File: src/rtl/syncser_port.sv
module syncser_port #(
  parameter int FIFO_D = 16,
  parameter int DW     = 16
) (
  input  logic        clk,
  input  logic        rst_n,
  input  logic [4:0]  bus_addr,
  input  logic        bus_wr,
  input  logic        bus_rd,
  input  logic [31:0] bus_wdata,
  output logic [31:0] bus_rdata,
  output logic        ssp_sclk,
  output logic        ssp_frm,
  output logic        ssp_txd,
  input  logic        ssp_rxd,
  output logic        ssp_irq
);
  localparam int PW = $clog2(FIFO_D);
  localparam int CW = PW + 1;

  typedef enum logic [1:0] {S_IDLE, S_RUN, S_GAP} st_t;

  logic [15:0] c0;
  logic [13:0] c1;
  logic [2:0]  tst;
  logic        ovr;
  st_t         st;
  logic [7:0]  dcnt;
  logic        half;
  logic [5:0]  slot;
  logic [DW-1:0] tx_word, rx_sh;

  logic [DW-1:0] txm [FIFO_D];
  logic [DW-1:0] rxm [FIFO_D];
  logic [PW-1:0] tx_wp, tx_rp, rx_wp, rx_rp;
  logic [CW-1:0] tx_cnt, rx_cnt;

  wire [2:0] sel  = bus_addr[4:2];
  wire [3:0] dss  = c0[3:0];
  wire [1:0] fmt  = c0[5:4];
  wire       en   = c0[7];
  wire [7:0] scr  = c0[15:8];
  wire lpbk = c1[2];
  wire spo  = c1[3];
  wire sph  = c1[4];
  wire mwds = c1[5];
  wire [3:0] tft = c1[9:6];
  wire [3:0] rft = c1[13:10];

  wire is_ti = (fmt == 2'd1);
  wire is_mw = (fmt == 2'd2);
  wire run   = (st == S_RUN);

  wire [5:0] nbits   = (dss < 4'd3) ? 6'd4 : {2'b0, dss} + 6'd1;
  wire [5:0] cmdlen  = mwds ? 6'd16 : 6'd8;
  wire [5:0] tx_len  = is_mw ? cmdlen : nbits;
  wire [5:0] tx_off  = is_ti ? 6'd1 : 6'd0;
  wire [5:0] rx_off  = is_ti ? 6'd1 : (is_mw ? cmdlen + 6'd1 : 6'd0);
  wire [5:0] last    = rx_off + nbits - 6'd1;
  wire [5:0] tidx    = slot - tx_off;
  wire [5:0] bidx    = tx_len - 6'd1 - tidx;
  wire in_tx = (slot >= tx_off) && (tidx < tx_len);
  wire in_rx = (slot >= rx_off);

  wire tick    = (dcnt == scr);
  wire tx_full = (tx_cnt == CW'(FIFO_D));
  wire rx_full = (rx_cnt == CW'(FIFO_D));
  wire start   = (st == S_IDLE) && en && (tx_cnt != '0);
  wire fend    = run && en && tick && half && (slot == last);
  wire tx_push = bus_wr && (sel == 3'd4) && !tx_full;
  wire rx_pop  = bus_rd && (sel == 3'd4) && (rx_cnt != '0);
  wire rx_push = fend && !rx_full;
  wire ovr_clr = bus_wr && (sel == 3'd2) && bus_wdata[7];
  wire rxbit   = lpbk ? ssp_txd : ssp_rxd;

  wire tfs  = (tx_cnt < CW'(tft) + CW'(1)) | tst[0];
  wire rfs  = (rx_cnt >= CW'(rft) + CW'(1)) | tst[1];
  wire ror  = ovr | tst[2];
  wire bsy  = (st != S_IDLE) || (en && tx_cnt != '0);
  wire [31:0] status = {16'b0, 4'(rx_cnt), 4'(tx_cnt), ror, rfs, tfs, bsy,
                        (rx_cnt != '0), !tx_full, 2'b0};

  always_comb begin
    if (run) begin
      if (is_ti)      ssp_sclk = ~half;
      else if (is_mw) ssp_sclk = half;
      else            ssp_sclk = spo ^ half ^ sph;
    end else begin
      ssp_sclk = (is_ti || is_mw) ? 1'b0 : spo;
    end
  end

  assign ssp_frm = is_ti ? (run && slot == 6'd0) : !run;
  assign ssp_txd = run && in_tx && tx_word[bidx[3:0]];
  assign ssp_irq = ror | (c1[0] & rfs) | (c1[1] & tfs);

  always_comb begin
    case (sel)
      3'd0: bus_rdata = {16'b0, c0};
      3'd1: bus_rdata = {18'b0, c1};
      3'd2: bus_rdata = status;
      3'd3: bus_rdata = {24'b0, tst, 5'b0};
      3'd4: bus_rdata = (rx_cnt != '0) ? {{(32-DW){1'b0}}, rxm[rx_rp]} : 32'b0;
      default: bus_rdata = 32'b0;
    endcase
  end

  always_ff @(posedge clk or negedge rst_n) begin
    if (!rst_n) begin
      c0 <= '0; c1 <= '0; tst <= '0; ovr <= 1'b0;
    end else begin
      if (bus_wr) begin
        case (sel)
          3'd0: c0  <= bus_wdata[15:0];
          3'd1: c1  <= bus_wdata[13:0];
          3'd3: tst <= bus_wdata[7:5];
          default: ;
        endcase
      end
      if (fend && rx_full) ovr <= 1'b1;
      else if (ovr_clr)    ovr <= 1'b0;
    end
  end

  always_ff @(posedge clk) begin
    if (tx_push) txm[tx_wp] <= bus_wdata[DW-1:0];
    if (rx_push) rxm[rx_wp] <= rx_sh;
  end

  always_ff @(posedge clk or negedge rst_n) begin
    if (!rst_n) begin
      tx_wp <= '0; tx_rp <= '0; tx_cnt <= '0;
      rx_wp <= '0; rx_rp <= '0; rx_cnt <= '0;
    end else begin
      if (tx_push) tx_wp <= tx_wp + 1'b1;
      if (start)   tx_rp <= tx_rp + 1'b1;
      tx_cnt <= tx_cnt + CW'(tx_push) - CW'(start);
      if (rx_push) rx_wp <= rx_wp + 1'b1;
      if (rx_pop)  rx_rp <= rx_rp + 1'b1;
      rx_cnt <= rx_cnt + CW'(rx_push) - CW'(rx_pop);
    end
  end

  always_ff @(posedge clk or negedge rst_n) begin
    if (!rst_n) begin
      st <= S_IDLE; dcnt <= '0; half <= 1'b0; slot <= '0;
      tx_word <= '0; rx_sh <= '0;
    end else begin
      dcnt <= (st == S_IDLE || tick) ? 8'd0 : dcnt + 8'd1;
      case (st)
        S_IDLE: if (start) begin
          tx_word <= txm[tx_rp];
          rx_sh   <= '0;
          half    <= 1'b0;
          slot    <= '0;
          st      <= S_RUN;
        end
        S_RUN: begin
          if (!en) st <= S_IDLE;
          else if (tick) begin
            if (!half) begin
              half <= 1'b1;
              if (in_rx) rx_sh <= {rx_sh[DW-2:0], rxbit};
            end else begin
              half <= 1'b0;
              if (slot == last) st <= S_GAP;
              else slot <= slot + 6'd1;
            end
          end
        end
        default: if (tick || !en) st <= S_IDLE;
      endcase
    end
  end
endmodule

File: config.mk
export PLATFORM = sky130hd
export DESIGN_NAME = syncser_port
export DESIGN_NICKNAME = d
export VERILOG_FILES = /design/src/rtl/syncser_port.sv
export SDC_FILE = /design/constraint.sdc
export NUM_CORES = 1
export LEC_CHECK = 0
export ABC_AREA = 0
export CORE_MARGIN = 1
export CORE_UTILIZATION = 40
export DETAILED_ROUTE_END_ITERATION = 10
export HOLD_SLACK_MARGIN = 0.1
export MAX_ROUTING_LAYER = met4
export PLACE_DENSITY = 0.61
export SLEW_MARGIN = 20
export SYNTH_ARGS = -nofsm -noshare
export SYNTH_HDL_FRONTEND = slang
export SYNTH_SLANG_ARGS = --single-unit
File: constraint.sdc
create_clock -name clk -period 9.9 [get_ports clk]
set_input_delay 1.98 -clock clk [delete_from_list [all_inputs] [get_ports clk]]
set_output_delay 1.98 -clock clk [all_outputs]
set_load 0.03 [all_outputs]
==> results.yml, run 1 <==
place:
  pre_cts_ws_ns: 2.849
  port-buffer-count: 43
  place_congestion: 0.8098
  dp_hpwl_mm: 35.57
  placement.cell_area_um2: 27690
floorplan:
  start_util_pct: 40.54
  core_um2: 64580
  die_w_um: 257.8
  dieArea_um2: 66470
  io_pins: 78
  floorplan.rows: 93
  die_h_um: 257.8
cts:
  cts-root-buf: "clkbuf_16"
  cts_tree: "done"
  cts_buffers: 67
  cts_max_path_buffers: 3
  cts_setup_buffers: 0
  cts-resized-gates: 0
  clock_latency_ns: 0.62
  cts.clk_slew.worst_paths_ns: 0.06
  cts.htree.levels: 3
  cts.sinks: 621
  hold_buffers: 0
route:
  dr.pass1.iters: 5
  wl_per_cell_um: 24.01
  drtIter0Drc: 1037
  postRouteAntennaNets: 0
  vias: 13165
  drc_errors: 0
  finalWirelength_mm: 58.37
  avgViaCountPerCell: 5.415
critical_path:
  ff2ff_setup_slack_ns: 4.67
  worst-path-max-fanout: 22
  reg2reg_to: "rxm[8][11]$_DFFE_PP_"
  end_kind: "output port"
  crit_start: "bus_addr[2]"
  path_class: "in -> out"
  rr_worst_depth: 12
  required_ns: 7.92
  worst_setup_path_start_kind: "input port"
  endpoint: "bus_rdata[14]"
  arrival_ns: 5.11
  r2r-start: "c0[4]$_DFFE_PN0P_"
pwr:
  p_per_area_nw_per_um2: 255.3
  finalPower_uw: 7648
  ir_drop_v: 0.0001510
  p_leak_uw: 0.01060
logic_synthesis:
  synth-edff-count: 512
  synth-xor-area-share_pct: 1.826
  netlist_area_um2: 26180
  yosys_warnings: 0
  synth_top_area_cell: "edfxtp_1"
  synthDistinctLibCells: 62
  syn_inst: 1440
  synth.area.mux_share_pct: 16.21
  yosys.area_share.simple_pct: 4.626
  ys_seq_elements: 621
  ys.flop_type: "edfxtp_1"
  synth_top_family_by_area: "multiplexers"
  yosysTopAreaCellShare_pct: 58.73
  synth.avg_cell_area_um2: 18.18
  synth_compound_area_share_pct: 2.662
  yosysSeqAreaShare_pct: 69.15
  netlist_top_cells_area: "edfxtp_1 59%, mux4_2 14%, dfrtp_1 10%, ha_1 2.8%, mux2_2 1.5%"
  async_reset_ff_share_pct: 17.55
  synthAdderAreaFrac_pct: 3.126
sta:
  fin_crit_ns: 7.086
  drv_slew: 0
  hold_violations: 0
  tightestPinTransition_ns: 1.135
  fmax_mhz: 141.1
  setup_tns_ns: 0
  clock_skew_ns: 0.03252
  fin_crit_sh_pct: 71.57
  rsz0062_at_grt: "false"
  finalSetupViolations: 0
  relSlewSlack_pct: 24.33
  setup_ws_ns: 2.814
cells_and_area:
  fin_area_um2: 29960
  nets: 1629
  drive_gt1_share_pct: 23.81
  areaGrowthSynthToFinish_pct: 14.43
  num-fill-cells: 5436
worst_hold_path:
  min_path_type: "reg -> reg"
global_routing:
  grt_use_total_pct: 18.39
  overflow: 0
  antenna_found_initial: 1
  grt_pass1_wl_mm: 87.00
  grt_pass1_vias: 13570
  grt_max_degree: 68
status:
  outcome: "completed"
flow_run:
  drv_cap: 0
cells in the final DEF, fill, tap and decap left out, types with 6 or more instances in the layout:
master	n
nor2b_1	11
a21oi_1	25
clkbuf_16	68
clkdlybuf4s50_1	42
clkinv_1	8
buf_4	41
and3_1	23
inv_1	59
o22ai_1	10
nor2_1	41
bufinv_16	6
nand3_1	19
nand2b_1	12
dfrtp_1	104
mux2_2	34
mux2i_1	19
o21ai_0	16
nand2_1	85
conb_1	16
clkinv_2	11
xor2_1	27
xnor2_1	23
clkbuf_1	9
clkbuf_8	8
mux4_2	163
a22o_1	15
edfxtp_1	512
nand4_1	7
nor2_2	12
ha_1	59
worst min path at each step:
stage	from	end	slack (ns)	cells past startpoint
3_3_place_gp	tx_word[6]$_DFFE_PN0P_	tx_word[6]$_DFFE_PN0P_	0.46	2
3_5_place_dp	tx_word[15]$_DFFE_PN0P_	tx_word[15]$_DFFE_PN0P_	0.46	2
4_1_cts	tx_word[4]$_DFFE_PN0P_	tx_word[4]$_DFFE_PN0P_	0.48	2
5_1_grt	tx_word[15]$_DFFE_PN0P_	tx_word[15]$_DFFE_PN0P_	0.49	2
2_1_floorplan	tx_word[0]$_DFFE_PN0P_	tx_word[0]$_DFFE_PN0P_	0.44	2
6_report	tx_word[1]$_DFFE_PN0P_	tx_word[1]$_DFFE_PN0P_	0.48	2
Yosys cell counts, types with 3 or more instances:
| library cell | number |
|---|---|
| a211oi_1 | 3 |
| a22o_1 | 15 |
| nand3_1 | 19 |
| a21oi_1 | 25 |
| xor2_1 | 27 |
| nor4_1 | 4 |
| nor3_1 | 6 |
| xnor2_1 | 23 |
| dfrtp_1 | 109 |
| o211ai_1 | 3 |
| nor2b_1 | 11 |
| buf_4 | 18 |
| and3_1 | 23 |
| a21o_1 | 5 |
| mux4_2 | 163 |
| fa_1 | 4 |
| mux2_2 | 34 |
| o22ai_1 | 10 |
| o21a_1 | 4 |
| nand2b_1 | 12 |
| nor2_1 | 53 |
| o21ai_0 | 16 |
| buf_2 | 13 |
| or2_2 | 4 |
| nand4_1 | 7 |
| edfxtp_1 | 512 |
| inv_1 | 59 |
| buf_1 | 14 |
| ha_1 | 59 |
| nand2_1 | 85 |
| a22oi_1 | 5 |
| clkbuf_1 | 37 |
| mux2i_1 | 19 |
| a31oi_1 | 3 |
metrics by stage:
stage | util, % | instances | hold slack [ns]
after floorplan | - | 1455 | 0.4403
after global placement | 42.88 | 2309 | 0.4554
after detailed placement | 42.88 | 2309 | 0.4600
after CTS | 46.37 | 2429 | 0.4765
after global routing | 46.39 | 2431 | 0.4936
final | 46.39 | 2431 | 0.4757
layer usage:
layer / GRT usage, % / part of all wire, %
met4: 4.717 / 1.8
met5: - / 0
met2: 29.88 / 50
met1: 24.25 / 43
met3: 2.856 / 4.5
worst max-delay path: stages:
cell	delay [ns]
clkdlybuf4s50_1	0.99
nor2b_1	0.65
nor2b_1	0.40
a22oi_1	0.18
o21ai_0	0.16
clkdlybuf4s50_1	0.74
kinds of logic (layout without fill, tap and decap cells):
kind of cell / Yosys count / in the layout
flops: 621 / 621
xor+xnor: 52 / 52
buf+inv: 142 / 262
fa+ha+maj: 63 / 63
other cells: 1 / 17
compound gates: 103 / 103
simple gates: 242 / 242
mux: 216 / 216
flip-flops by register name, indices dropped and copies added (netlist names):
register / flops
c0: 16
c1: 14
dcnt: 8
half: 1
ovr: 1
rx_cnt: 5
rx_rp: 4
rx_sh: 16
rx_wp: 4
rxm: 256
slot: 6
st: 2
tst: 3
tx_cnt: 5
tx_rp: 4
tx_word: 16
tx_wp: 4
txm: 256
power breakdown:
part	switching [µW]	internal [µW]	leakage (µW)
Sequential	267	2950	0.00611
Clock	1050	1490	0.00111
Combinational	945	947	0.00338
Total	2260	5390	0.0106
layout make-up:
class,instances,area (µm²),share of cell area [%]
clock inverters,35,410.4,1.370
inverters,59,221.5,0.7393
flip-flops and latches,621,18110,60.47
multi-input cells,692,7565,25.25
well taps,855,1070,3.571
diodes,1,2.502,0.008354
clock buffers,85,1846,6.161
repair buffers,83,728.2,2.431
(Power assumes the default switching activity.)
==> run 2: changes to the inputs <==
==> constraint.sdc (replaced) <==
create_clock -name clk -period 7.06 [get_ports clk]
set_input_delay 1.412 -clock clk [delete_from_list [all_inputs] [get_ports clk]]
set_output_delay 1.412 -clock clk [all_outputs]
set_load 0.03 [all_outputs]
==> results.yml, run 2 (synthesis gave the netlist of run 1 again) <==
cts:
  cts_max_path_buffers: 3
  cts_buffers: 67
  cts.sinks: 621
  cts.htree.levels: 3
  cts_tree: "done"
  hold_buffers: 0
  cts-resized-gates: 0
  cts-root-buf: "clkbuf_16"
  clock_latency_ns: 0.61
  cts.clk_slew.worst_paths_ns: 0.06
  cts_setup_buffers: 0
cells_and_area:
  areaGrowthSynthToFinish_pct: 14.28
  num-fill-cells: 5480
  nets: 1630
  largestRegisters: "rxm: 256 flops, txm: 256 flops"
  fin_area_um2: 29920
  drive_gt1_share_pct: 23.87
  final_cell_mix: "512 x edfxtp_1, 163 x mux4_2, 104 x dfrtp_1"
  stdcell_count: 2431
  multi_input_area_um2: 7570
  register_area_um2: 18110
  layout_commonest_cell: "edfxtp_1"
critical_path:
  required_ns: 5.65
  worst_setup_path_start_kind: "flip-flop"
  worst-path-max-fanout: 5
  arrival_ns: 4.38
  path_class: "reg -> out"
  end_kind: "output port"
  ff2ff_setup_slack_ns: 1.89
pwr:
  p_leak_uw: 0.01056
  ir_drop_v: 0.0002349
  p_per_area_nw_per_um2: 356.5
floorplan:
  die_w_um: 257.8
  floorplan.rows: 93
  die_h_um: 257.8
  io_pins: 78
  core_um2: 64580
  start_util_pct: 40.54
  dieArea_um2: 66470
global_routing:
  grt_pass1_vias: 13774
  grt_pass1_wl_mm: 88.18
  antenna_found_initial: 1
  grt_max_degree: 69
  overflow: 0
  grt_use_total_pct: 18.64
flow_run:
  drv_cap: 0
place:
  placement.cell_area_um2: 27700
  port-buffer-count: 43
  dp_hpwl_mm: 35.31
  place_congestion: 0.8378
  placed_cells: 2310
route:
  wl_per_cell_um: 24.03
  drc_errors: 0
  postRouteAntennaNets: 0
  dr.pass1.iters: 5
  finalWirelength_mm: 58.41
  drtIter0Drc: 959
  avgViaCountPerCell: 5.448
  vias: 13245
sta:
  clock_skew_ns: 0.03108
  fmax_mhz: 172.7
  setup_tns_ns: 0
  fin_crit_sh_pct: 82.00
  finalSetupViolations: 0
  drv_slew: 0
  hold_violations: 0
  fin_crit_ns: 5.789
  tightestPinTransition_ns: 1.159
  rsz0062_at_grt: "false"
  relSlewSlack_pct: 22.74
worst_hold_path:
  min_path_type: "reg -> reg"
status:
  outcome: "completed"
run 2: cell types whose count changed in the layout (fill, tap and decap cells not counted):
cell        before  now
clkbuf_8         8    4
and3_1          23   19
buf_12           0    1
clkinvlp_4       1    4
inv_16           2    1
clkbuf_16       68   69
clkbuf_1         9   12
clkinv_16        1    0
and3_2           0    4
inv_6            1    2
clkinv_4         3    0
run 2: power by group:
| group | leakage, µW | switching [µW] | internal [µW] |
|---|---|---|---|
| Clock | 0.00107 | 1440 | 2060 |
| Sequential | 0.00611 | 416 | 4130 |
| Combinational | 0.00339 | 1280 | 1340 |
| Total | 0.0106 | 3130 | 7530 |
run 2: layout make-up:
cell class                 count  area share [%]
sequential                   621           60.55
clock inverter                34           1.221
clock buffer                  85           6.106
multi-input combinational    692           25.30
antenna                        1        0.008364
timing repair buffer          84           2.501
tap                          855           3.576
inverter                      59          0.7402
run 2: critical path: stages, from the launching register on:
cell             delay [ns]
dfrtp_1                0.41
ha_1                   0.23
nor3_1                 0.07
or2_2                  0.31
nor2_1                 0.24
ha_1                   0.24
inv_1                  0.07
fa_1                   0.64
mux4_2                 0.29
mux2i_1                0.08
mux2_2                 0.29
nor2_1                 0.21
clkdlybuf4s50_1        0.71
run 2: routing by layer:
layer	GRT usage [%]	up-vias	part of all wire (%)
li1	-	5794	-
met1	23.93	7069	42
met2	30.33	288	51
met3	3.278	94	4.7
met4	5.654	0	2.3
met5	-	-	0
run 2: path summary, 6_finish.rpt:
kind	start	endpoint	depth (start not counted)
max in group asynchronous	rst_n	rx_rp[0]$_DFFE_PN0P_	2
worst min register to register	tx_word[14]$_DFFE_PN0P_	tx_word[14]$_DFFE_PN0P_	2
worst max register to register	c0[4]$_DFFE_PN0P_	rx_cnt[4]$_DFF_PN0_	20
worst max-delay path	c0[0]$_DFFE_PN0P_	ssp_txd	12
worst min-delay path	tx_word[14]$_DFFE_PN0P_	tx_word[14]$_DFFE_PN0P_	2
min in group asynchronous	rst_n	tx_rp[3]$_DFFE_PN0P_	1
run 2: per-stage QoR:
| stage | setup slack, ns | total power (µW) | hold WS (ns) | util [%] |
|---|---|---|---|---|
| after global routing | 1.084 | 11180 | 0.5001 | 46.33 |
| after floorplan | 2.285 | 6486 | 0.4403 | - |
| after detailed placement | 1.571 | 7285 | 0.4605 | 42.89 |
| after global placement | 1.595 | 7244 | 0.4583 | 42.89 |
| final | 1.271 | 10660 | 0.4760 | 46.33 |
| after CTS | 1.222 | 10800 | 0.4783 | 46.29 |
